`config.mk`:
```
export PLATFORM = sky130hd
export DESIGN_NAME = panel_blank_inserter
export DESIGN_NICKNAME = d
export VERILOG_FILES = /design/src/rtl/pbi_pkg.sv /design/src/rtl/pbi_regs.sv /design/src/rtl/pbi_tracker.sv /design/src/rtl/pbi_window.sv /design/src/rtl/pbi_mixer.sv /design/src/rtl/panel_blank_inserter.sv
export SDC_FILE = /design/constraint.sdc
export NUM_CORES = 1
export LEC_CHECK = 0
export BUFFER_PORTS_ARGS = -buffer_cell sky130_fd_sc_hd__clkbuf_2
export CAP_MARGIN = 20
export CORE_MARGIN = 2
export CORE_UTILIZATION = 30
export DETAILED_ROUTE_END_ITERATION = 8
export PLACE_DENSITY = 0.5
export SLEW_MARGIN = 10
export SYNTH_ARGS = -nofsm -noshare
export SYNTH_HDL_FRONTEND = slang
export SYNTH_HIERARCHICAL = 1
export SYNTH_SLANG_ARGS = --single-unit
```
`constraint.sdc`:
```
create_clock -name clk -period 3.42 [get_ports clk]
set_input_delay 0.513 -clock clk [delete_from_list [all_inputs] [get_ports clk]]
set_output_delay 0.513 -clock clk [all_outputs]
set_load 0.05 [all_outputs]
```
`src/rtl/pbi_pkg.sv`:
```
`timescale 1ns/1ps
package pbi_pkg;

    localparam int REG_AW = 3;

    typedef enum logic [REG_AW-1:0] {
        REG_PAN_START = 3'd0,
        REG_PAN_STOP  = 3'd1,
        REG_HB_SET    = 3'd2,
        REG_HB_RST    = 3'd3,
        REG_VB_SET    = 3'd4,
        REG_VB_RST    = 3'd5,
        REG_PAN_LUMA  = 3'd6,
        REG_PAN_CHROM = 3'd7
    } reg_addr_t;

    typedef enum logic [1:0] {
        TRK_IDLE  = 2'd0,
        TRK_HLOCK = 2'd1,
        TRK_VLOCK = 2'd2,
        TRK_FULL  = 2'd3
    } trk_state_t;

    typedef enum logic [1:0] {
        SEL_PASS  = 2'd0,
        SEL_PANEL = 2'd1,
        SEL_BLANK = 2'd2
    } mix_sel_t;

endpackage

```
`src/rtl/pbi_regs.sv`:
```
`timescale 1ns/1ps
module pbi_regs
    import pbi_pkg::*;
#(
    parameter int HPOS_W = 12,
    parameter int LINE_W = 11,
    parameter int Y_W    = 10,
    parameter int NIB_W  = 4,
    parameter int DW     = 14
) (
    input  logic              clk,
    input  logic              rst_n,
    input  logic              wr_en,
    input  logic [REG_AW-1:0] wr_addr,
    input  logic [DW-1:0]     wr_data,
    output logic [HPOS_W-1:0] pan_start,
    output logic [HPOS_W-1:0] pan_stop,
    output logic [HPOS_W-1:0] hb_set,
    output logic [HPOS_W-1:0] hb_rst,
    output logic [LINE_W-1:0] vb_set,
    output logic [LINE_W-1:0] vb_rst,
    output logic [Y_W-1:0]    pan_y,
    output logic [NIB_W-1:0]  pan_u,
    output logic [NIB_W-1:0]  pan_v
);

    localparam int CRS_W    = HPOS_W - 2;
    localparam int FINE_LSB = DW - 2;
    localparam int N_EDGE   = 2;

    logic [CRS_W-1:0] edge_crs [N_EDGE];
    logic [1:0]       edge_fin [N_EDGE];
    logic [HPOS_W-1:0] edge_pos [N_EDGE];

    always_ff @(posedge clk) begin
        if (!rst_n) begin
            for (int i = 0; i < N_EDGE; i++) begin
                edge_crs[i] <= '0;
                edge_fin[i] <= '0;
            end
            hb_set <= '0;
            hb_rst <= '0;
            vb_set <= '0;
            vb_rst <= '0;
            pan_y  <= '0;
            pan_u  <= '0;
            pan_v  <= '0;
        end else if (wr_en) begin
            case (reg_addr_t'(wr_addr))
                REG_PAN_START: begin
                    edge_crs[0] <= wr_data[CRS_W-1:0];
                    edge_fin[0] <= wr_data[FINE_LSB +: 2];
                end
                REG_PAN_STOP: begin
                    edge_crs[1] <= wr_data[CRS_W-1:0];
                    edge_fin[1] <= wr_data[FINE_LSB +: 2];
                end
                REG_HB_SET:    hb_set <= wr_data[HPOS_W-1:0];
                REG_HB_RST:    hb_rst <= wr_data[HPOS_W-1:0];
                REG_VB_SET:    vb_set <= wr_data[LINE_W-1:0];
                REG_VB_RST:    vb_rst <= wr_data[LINE_W-1:0];
                REG_PAN_LUMA:  pan_y  <= wr_data[Y_W-1:0];
                REG_PAN_CHROM: begin
                    pan_u <= wr_data[NIB_W-1:0];
                    pan_v <= wr_data[2*NIB_W-1:NIB_W];
                end
                default: ;
            endcase
        end
    end

    // Effective edge = coarse * 4 + fine
    for (genvar g = 0; g < N_EDGE; g++) begin : g_edge
        assign edge_pos[g] = {edge_crs[g], 2'b00} + HPOS_W'(edge_fin[g]);
    end

    assign pan_start = edge_pos[0];
    assign pan_stop  = edge_pos[1];

endmodule

```
`src/rtl/pbi_tracker.sv`:
```
`timescale 1ns/1ps
module pbi_tracker
    import pbi_pkg::*;
#(
    parameter int HPOS_W = 12,
    parameter int LINE_W = 11
) (
    input  logic              clk,
    input  logic              rst_n,
    input  logic              h_ref,
    input  logic              v_ref,
    output logic [HPOS_W-1:0] hpos,
    output logic [LINE_W-1:0] line_no,
    output logic              h_ok,
    output logic              v_ok,
    output trk_state_t        state
);

    localparam logic [HPOS_W-1:0] HMAX = '1;
    localparam logic [LINE_W-1:0] LMAX = '1;

    logic              h_q;
    logic              v_q;
    logic              h_rise;
    logic              v_rise;
    logic [HPOS_W-1:0] hcnt;
    logic [LINE_W-1:0] lcnt;
    trk_state_t        state_n;

    assign h_rise = h_ref & ~h_q;
    assign v_rise = v_ref & ~v_q;

    // Position of the current sample
    always_comb begin
        if (h_rise)
            hpos = '0;
        else if (hcnt == HMAX)
            hpos = HMAX;
        else
            hpos = hcnt + 1'b1;
    end

    // Line of the current sample; frame edge wins over line edge
    always_comb begin
        if (v_rise)
            line_no = '0;
        else if (h_rise && lcnt != LMAX)
            line_no = lcnt + 1'b1;
        else
            line_no = lcnt;
    end

    always_ff @(posedge clk) begin
        if (!rst_n) begin
            h_q  <= 1'b0;
            v_q  <= 1'b0;
            hcnt <= '0;
            lcnt <= '0;
        end else begin
            h_q  <= h_ref;
            v_q  <= v_ref;
            hcnt <= hpos;
            lcnt <= line_no;
        end
    end

    // State register
    always_ff @(posedge clk) begin
        if (!rst_n)
            state <= TRK_IDLE;
        else
            state <= state_n;
    end

    // Next-state logic
    always_comb begin
        state_n = state;
        unique case (state)
            TRK_IDLE: begin
                if (h_rise && v_rise)
                    state_n = TRK_FULL;
                else if (h_rise)
                    state_n = TRK_HLOCK;
                else if (v_rise)
                    state_n = TRK_VLOCK;
            end
            TRK_HLOCK: if (v_rise) state_n = TRK_FULL;
            TRK_VLOCK: if (h_rise) state_n = TRK_FULL;
            TRK_FULL:  state_n = TRK_FULL;
            default:   state_n = TRK_IDLE;
        endcase
    end

    // Output decode of the state being entered, so the edge sample counts
    always_comb begin
        h_ok = 1'b0;
        v_ok = 1'b0;
        unique case (state_n)
            TRK_IDLE:  ;
            TRK_HLOCK: h_ok = 1'b1;
            TRK_VLOCK: v_ok = 1'b1;
            TRK_FULL: begin
                h_ok = 1'b1;
                v_ok = 1'b1;
            end
            default: ;
        endcase
    end

endmodule

```
`src/rtl/pbi_window.sv`:
```
`timescale 1ns/1ps
module pbi_window #(
    parameter int W = 12
) (
    input  logic [W-1:0] pos,
    input  logic [W-1:0] lo,
    input  logic [W-1:0] hi,
    output logic         act
);

    // Half-open interval [lo, hi); empty when lo >= hi
    assign act = (pos >= lo) && (pos < hi);

endmodule

```
`src/rtl/pbi_mixer.sv`:
```
`timescale 1ns/1ps
module pbi_mixer
    import pbi_pkg::*;
#(
    parameter int Y_W     = 10,
    parameter int C_W     = 8,
    parameter int NIB_W   = 4,
    parameter int BLANK_Y = 64
) (
    input  logic             clk,
    input  logic             rst_n,
    input  logic             blank,
    input  logic             panel,
    input  logic [Y_W-1:0]   y_in,
    input  logic [C_W-1:0]   u_in,
    input  logic [C_W-1:0]   v_in,
    input  logic [Y_W-1:0]   pan_y,
    input  logic [NIB_W-1:0] pan_u,
    input  logic [NIB_W-1:0] pan_v,
    output logic [Y_W-1:0]   y_out,
    output logic [C_W-1:0]   u_out,
    output logic [C_W-1:0]   v_out
);

    localparam int LOW_W = C_W - NIB_W;

    mix_sel_t       sel;
    logic [Y_W-1:0] y_nx;
    logic [C_W-1:0] u_nx;
    logic [C_W-1:0] v_nx;

    always_comb begin
        if (blank)
            sel = SEL_BLANK;
        else if (panel)
            sel = SEL_PANEL;
        else
            sel = SEL_PASS;
    end

    always_comb begin
        y_nx = y_in;
        u_nx = u_in;
        v_nx = v_in;
        unique case (sel)
            SEL_PASS: ;
            SEL_PANEL: begin
                y_nx = pan_y;
                u_nx = {pan_u, {LOW_W{1'b0}}};
                v_nx = {pan_v, {LOW_W{1'b0}}};
            end
            SEL_BLANK: begin
                y_nx = Y_W'(BLANK_Y);
                u_nx = '0;
                v_nx = '0;
            end
            default: ;
        endcase
    end

    always_ff @(posedge clk) begin
        if (!rst_n) begin
            y_out <= '0;
            u_out <= '0;
            v_out <= '0;
        end else begin
            y_out <= y_nx;
            u_out <= u_nx;
            v_out <= v_nx;
        end
    end

endmodule

```
`src/rtl/panel_blank_inserter.sv`:
```
`timescale 1ns/1ps
module panel_blank_inserter
    import pbi_pkg::*;
#(
    parameter int HPOS_W  = 12,
    parameter int LINE_W  = 11,
    parameter int Y_W     = 10,
    parameter int C_W     = 8,
    parameter int NIB_W   = 4,
    parameter int DW      = 14,
    parameter int BLANK_Y = 64
) (
    input  logic              clk,
    input  logic              rst_n,
    input  logic              wr_en,
    input  logic [REG_AW-1:0] wr_addr,
    input  logic [DW-1:0]     wr_data,
    input  logic              h_ref,
    input  logic              v_ref,
    input  logic [Y_W-1:0]    y_in,
    input  logic [C_W-1:0]    u_in,
    input  logic [C_W-1:0]    v_in,
    output logic [Y_W-1:0]    y_out,
    output logic [C_W-1:0]    u_out,
    output logic [C_W-1:0]    v_out
);

    localparam int N_HWIN = 2;   // 0: sidepanel, 1: horizontal blank

    logic [HPOS_W-1:0] pan_start, pan_stop, hb_set, hb_rst;
    logic [LINE_W-1:0] vb_set, vb_rst;
    logic [Y_W-1:0]    pan_y;
    logic [NIB_W-1:0]  pan_u, pan_v;

    logic [HPOS_W-1:0] hpos;
    logic [LINE_W-1:0] line_no;
    logic              h_ok, v_ok;
    trk_state_t        trk_state;

    logic [HPOS_W-1:0] hw_lo [N_HWIN];
    logic [HPOS_W-1:0] hw_hi [N_HWIN];
    logic [N_HWIN-1:0] hw_act;
    logic              vw_act;

    logic              panel_c, hb_act, vb_act, blank_c;

    pbi_regs #(
        .HPOS_W(HPOS_W), .LINE_W(LINE_W), .Y_W(Y_W), .NIB_W(NIB_W), .DW(DW)
    ) u_regs (
        .clk       (clk),
        .rst_n     (rst_n),
        .wr_en     (wr_en),
        .wr_addr   (wr_addr),
        .wr_data   (wr_data),
        .pan_start (pan_start),
        .pan_stop  (pan_stop),
        .hb_set    (hb_set),
        .hb_rst    (hb_rst),
        .vb_set    (vb_set),
        .vb_rst    (vb_rst),
        .pan_y     (pan_y),
        .pan_u     (pan_u),
        .pan_v     (pan_v)
    );

    pbi_tracker #(
        .HPOS_W(HPOS_W), .LINE_W(LINE_W)
    ) u_trk (
        .clk     (clk),
        .rst_n   (rst_n),
        .h_ref   (h_ref),
        .v_ref   (v_ref),
        .hpos    (hpos),
        .line_no (line_no),
        .h_ok    (h_ok),
        .v_ok    (v_ok),
        .state   (trk_state)
    );

    assign hw_lo[0] = pan_start;
    assign hw_hi[0] = pan_stop;
    assign hw_lo[1] = hb_set;
    assign hw_hi[1] = hb_rst;

    for (genvar g = 0; g < N_HWIN; g++) begin : g_hwin
        pbi_window #(.W(HPOS_W)) u_win (
            .pos (hpos),
            .lo  (hw_lo[g]),
            .hi  (hw_hi[g]),
            .act (hw_act[g])
        );
    end

    pbi_window #(.W(LINE_W)) u_vwin (
        .pos (line_no),
        .lo  (vb_set),
        .hi  (vb_rst),
        .act (vw_act)
    );

    assign panel_c = hw_act[0] & h_ok;
    assign hb_act  = hw_act[1] & h_ok;
    assign vb_act  = vw_act & v_ok;
    assign blank_c = hb_act | vb_act;

    pbi_mixer #(
        .Y_W(Y_W), .C_W(C_W), .NIB_W(NIB_W), .BLANK_Y(BLANK_Y)
    ) u_mix (
        .clk   (clk),
        .rst_n (rst_n),
        .blank (blank_c),
        .panel (panel_c),
        .y_in  (y_in),
        .u_in  (u_in),
        .v_in  (v_in),
        .pan_y (pan_y),
        .pan_u (pan_u),
        .pan_v (pan_v),
        .y_out (y_out),
        .u_out (u_out),
        .v_out (v_out)
    );

endmodule

```
==> results.md <==
- The run finished, with violations left.
- The checks that failed: negative setup slack.
- After filler insertion, the fill cell instance count of the layout stands at about 2,400.
- The first global-routing pass estimated 28,970 um of wire.
- The count of final max-slew check failures is 0.
- The kind of critical path is reg -> reg.
- The synthesized design spends more area on one cell type than any other, namely dfxtp_1.
- 0 antenna diodes ended up in the layout.
- Counting flops with a built-in enable in the synthesized netlist gives 24.
- The post-route clock skew is between 0.01 and 0.015 ns.
- The required time of the critical path is ~3.7 ns.
- Detailed placement finished with a half-perimeter wire length of ~13,000 um.
- Cells fill 39.92% of the core in the end.
- The detail route stage leaves a number of antenna-violating nets equal to 0.
- The count of unresolved DRC violations after routing is 0.
- The routing usage on met1 is about a fifth.
- Summing the sequential cell areas from Yosys gives 43.07% of the chip area.
- The number of nets in the synthesized netlist is between 800 and 900.
- The tightest slew margin relative to the limit is about 41%.
- The total wire length after detailed routing is 18,500 um.
- Across all setup checks in the final design, the least slack found is -0.05738 ns.
- The number of antenna violations at the first check in global routing is 0.
- The pin count of the biggest net entering global routing is 41.
- The chip width is around 160 um.
- The congestion estimate from routability-driven global placement came to about 0.76.
- The final layout contains just over 1,000 nets.
- By area the synthesized netlist is led by dfxtp_1 33%, ha_1 12%, mux2i_1 12%, edfxtp_1 10%, nand2_1 5.1%.
- Dividing the detail-routed wire length by the instance count gives about 15 um.
- The area of the mapped netlist is 7112 sq um.
- The effective utilization at floorplan is between 30% and 40%.
- Setup violations remaining at the end of the flow were counted as 13.
- After global routing the overflow that remains totals 0.
- In the synthesized netlist the dominant register cell turns out to be dfxtp_1.
- In the finished design, the share of the clock period the worst path needs comes to 101.7%.
- The clock slew seen by the registers of the worst setup and hold paths is 0.07 ns.
- The worst-case IR drop observed on VDD is roughly 0.00028 V.
- The worst path in the final design needs a cycle of around 3.5 ns, including I/O delays and setup.
- The path category of the worst min-delay check is in -> reg.
- The area of the multi-input gates is between 3000 and 4000 sq um.
- Across all hold checks on the routed design, the worst slack comes to 0.2840 ns.
- The most utilized layer in the global route result is met2.
- The clock passes through at most 2 buffers.
- The final number of hold-violating endpoints is 0.
- The hold path startpoint is u_in[1].
- The share of synthesized flip-flops with an asynchronous set or reset is 0%.
- The most critical setup path has its startpoint at u_trk/hcnt[0].
- The via total after detailed routing is around 5,600.
- Synthesis produced a netlist whose cell count is about 740.
- Data on the critical path arrives at its endpoint at 3.79 ns.
- In the final timing run, aggregate negative setup slack is -0.3549 ns.
- The first-pass iteration count of the detailed router is 4.
- The I/O pin count is 74.
- The clock tree from TritonCTS is yes.
- The total of hold buffers inserted after clock tree synthesis is 0.
- In this run the worst path has a maximum fanout of 5.
- The number of cells on the worst reg-to-reg path is 14.
- Global routing consumed, over all layers together, 15.27% of the routing resources.
- The total power per unit cell area is 454.3 nW/um^2.
- The layout overhead on the synthesized area is 31.37%.
- The detailed router finished its first iteration with about 250 violations.
- The number of cell rows is 56.
- Setup repair after global routing could not meet its margin everywhere.
- In this run, distinct cell masters in the synthesized netlist total 64.
- The destination of the worst register-to-register timing path is u_mix/y_out[6].
- The nature of the critical path startpoint is a register.
- The full die area is between 20,000 and 25,000 sq um.
- The clock latency on the worst-skew pair is between 0.4 and 0.5 ns.
- The setup check on the worst reg-to-reg path leaves a slack of -0.06 ns.
- Clock tree synthesis inserted a total of 17 buffers.
- The met2 demand-to-capacity share in global routing is between 20% and 30%.
- The via count of the first global-routing pass came to 5,453.
- The met3 track demand over resource in global routing is under 10%.
- The tree built by TritonCTS fans out to 141 sinks.
- The cell sitting at the root of the clock tree is a clkbuf_16.
- Summed over all cells, the static leakage comes to about 4.3 nW.
- The level count of the clock H-tree is 4.
- The region available for standard cell placement spans around 23,000 sq um.
- The area share of the leading cell type in the synthesized netlist is about a third.
- Yosys printed 6 warnings.
- The number of input and output port buffers inserted is 73.
- The worst setup path is captured at a register.
- For the pin with the worst max-slew slack, the measured transition is approximately 0.88 ns.
- From bottom edge to top edge, the die measures around 160 um.
- The sequential cell area is between 3000 and 4000 sq um.
- The share of final-layout standard cells stronger than drive strength 1 is approximately 27%.
- Across the run, the number of max-cap violations was 0.
- The total design power is approximately 4.2 mW.
- The startpoint of the worst register-to-register path is u_trk/hcnt[0].
- In this run the worst setup path terminates at u_mix/y_out[6].
- For this run, the top clock speed supported by timing is ~290 MHz.
- The post-synthesis register bit count is 141.
- Dividing the detail-routed via count by the number of cells gives between 4 and 5.
- The post-synthesis area per instance is just under 10 sq um.
[worst max-delay path, stage by stage, from the launching register on]
cell      delay (ns)
dfxtp_4         0.37
ha_4            0.14
nand3_4         0.13
or4_4           0.49
buf_6           0.15
a21oi_4         0.16
buf_4           0.14
ha_1            0.25
a211o_1         0.31
a31oi_1         0.18
o41ai_2         0.12
a211oi_2        0.25
and2_4          0.24
mux2_4          0.30
o21a_1          0.16
[state kept, by name, summed over array words and instances, names as in the netlist, 8 cells and up]
signal	count
u_regs/vb_set	11
u_regs/pan_y	10
u_regs/hb_rst	12
u_mix/y_out	10
u_mix/u_out	8
u_trk/hcnt	12
u_trk/lcnt	11
u_regs/vb_rst	11
u_regs/hb_set	12
u_mix/v_out	8
u_regs/edge_crs	20
[layer usage]
metal | vias to the layer above | share of wire [%] | wire, um
li1 | 2846 | - | -
met5 | - | 0 | 0
met2 | 86 | 48 | 8902
met3 | 14 | 3.3 | 619
met1 | 2610 | 48 | 8805
met4 | 0 | 0.95 | 176
[cell usage after synthesis (all sizes together) (2+ instances only)]
library cell	count
a2111oi	4
a211o	2
a211oi	3
a21o	8
a21oi	36
a31oi	6
and2	26
and3	3
and4	3
and4b	2
buf	15
clkbuf	9
dfxtp	117
edfxtp	24
ha	69
inv	74
mux2i	85
nand2	97
nand2b	10
nand3	7
nand4	13
nand4b	3
nand4bb	2
nor2	58
nor2b	3
nor3	6
nor4	3
o21a	8
o21ai	9
o22ai	2
o311ai	2
o31ai	2
o32a	2
o41ai	2
or3	4
xnor2	5
xor2	2
[layout by cell type (no fill, tap or decap), drive strengths merged, types with 3 or more instances in the layout]
master / count
o21a: 8
nand4b: 3
o21ai: 9
a211oi: 3
clkinv: 3
nand3: 7
inv: 79
nor3: 6
xnor2: 5
edfxtp: 24
and3: 3
and4: 3
ha: 69
and2: 26
buf: 84
clkbuf: 93
dfxtp: 117
nand2: 97
nand2b: 10
nor2: 58
a2111oi: 4
a31oi: 6
or3: 4
nor2b: 3
mux2i: 85
nand4: 13
nor4: 3
a21o: 8
a21oi: 36
[report_power, final]
| group | leakage, nW | total [mW] | internal (mW) | switching [mW] |
|---|---|---|---|---|
| logic | 2.80 | 0.512 | 0.180 | 0.332 |
| registers | 1.19 | 1.79 | 1.76 | 0.0270 |
| clock network | 0.297 | 1.94 | 1.16 | 0.785 |
| total | 4.28 | 4.24 | 3.10 | 1.14 |
[metrics by stage]
| stage | cell area, sq um | setup slack, ns | instances |
|---|---|---|---|
| 2_1_floorplan | 7171 | 0.007317 | 738 |
| 3_3_place_gp | 8319 | -0.2879 | 1171 |
| 3_5_place_dp | 8319 | -0.2636 | 1171 |
| 4_1_cts | 9130 | -0.01903 | 1211 |
| 5_1_grt | 9343 | -0.2080 | 1222 |
| 6_report | 9343 | -0.05738 | 1222 |
[worst min-delay path by stage]
stage	depth (start not counted)	slack, ns	endpoint
finish	2	0.28	u_mix/u_out[1]
global placement	2	0.44	u_regs/vb_rst[9]
CTS	2	0.26	u_mix/u_out[1]
global route	2	0.27	u_mix/v_out[3]
detailed placement	2	0.45	u_regs/vb_rst[9]
floorplan	2	0.43	u_regs/vb_rst[10]
[what timing repair did]
| action | 4_1_cts | 5_1_grt |
|---|---|---|
| setup buffers | 8 | 10 |
| setup endpoints to repair | 26 | 26 |
| pin swaps | 15 | 12 |
| resized for setup | 32 | 22 |
| cloned | 0 | 1 |
[layout make-up]
cell class | count | area share [%]
multi-input cells | 499 | 41.48
flip-flops and latches | 141 | 32.96
repair buffers | 157 | 11.70
clock buffers | 20 | 5.009
well taps | 319 | 4.272
inverters | 74 | 2.973
clock inverters | 12 | 1.607
[cell families after synthesis]
family / after synthesis / synth area share (%)
buffers and inverters: 98 / 5.771
AND/OR/NAND/NOR: 246 / 17.47
adder cells (fa/ha/maj): 69 / 12.14
multiplexers: 86 / 12.17
AO/OA/AOI/OAI: 91 / 8.515
flip-flops: 141 / 43.07
XOR/XNOR: 7 / 0.8621
(Power assumes the default switching activity.)
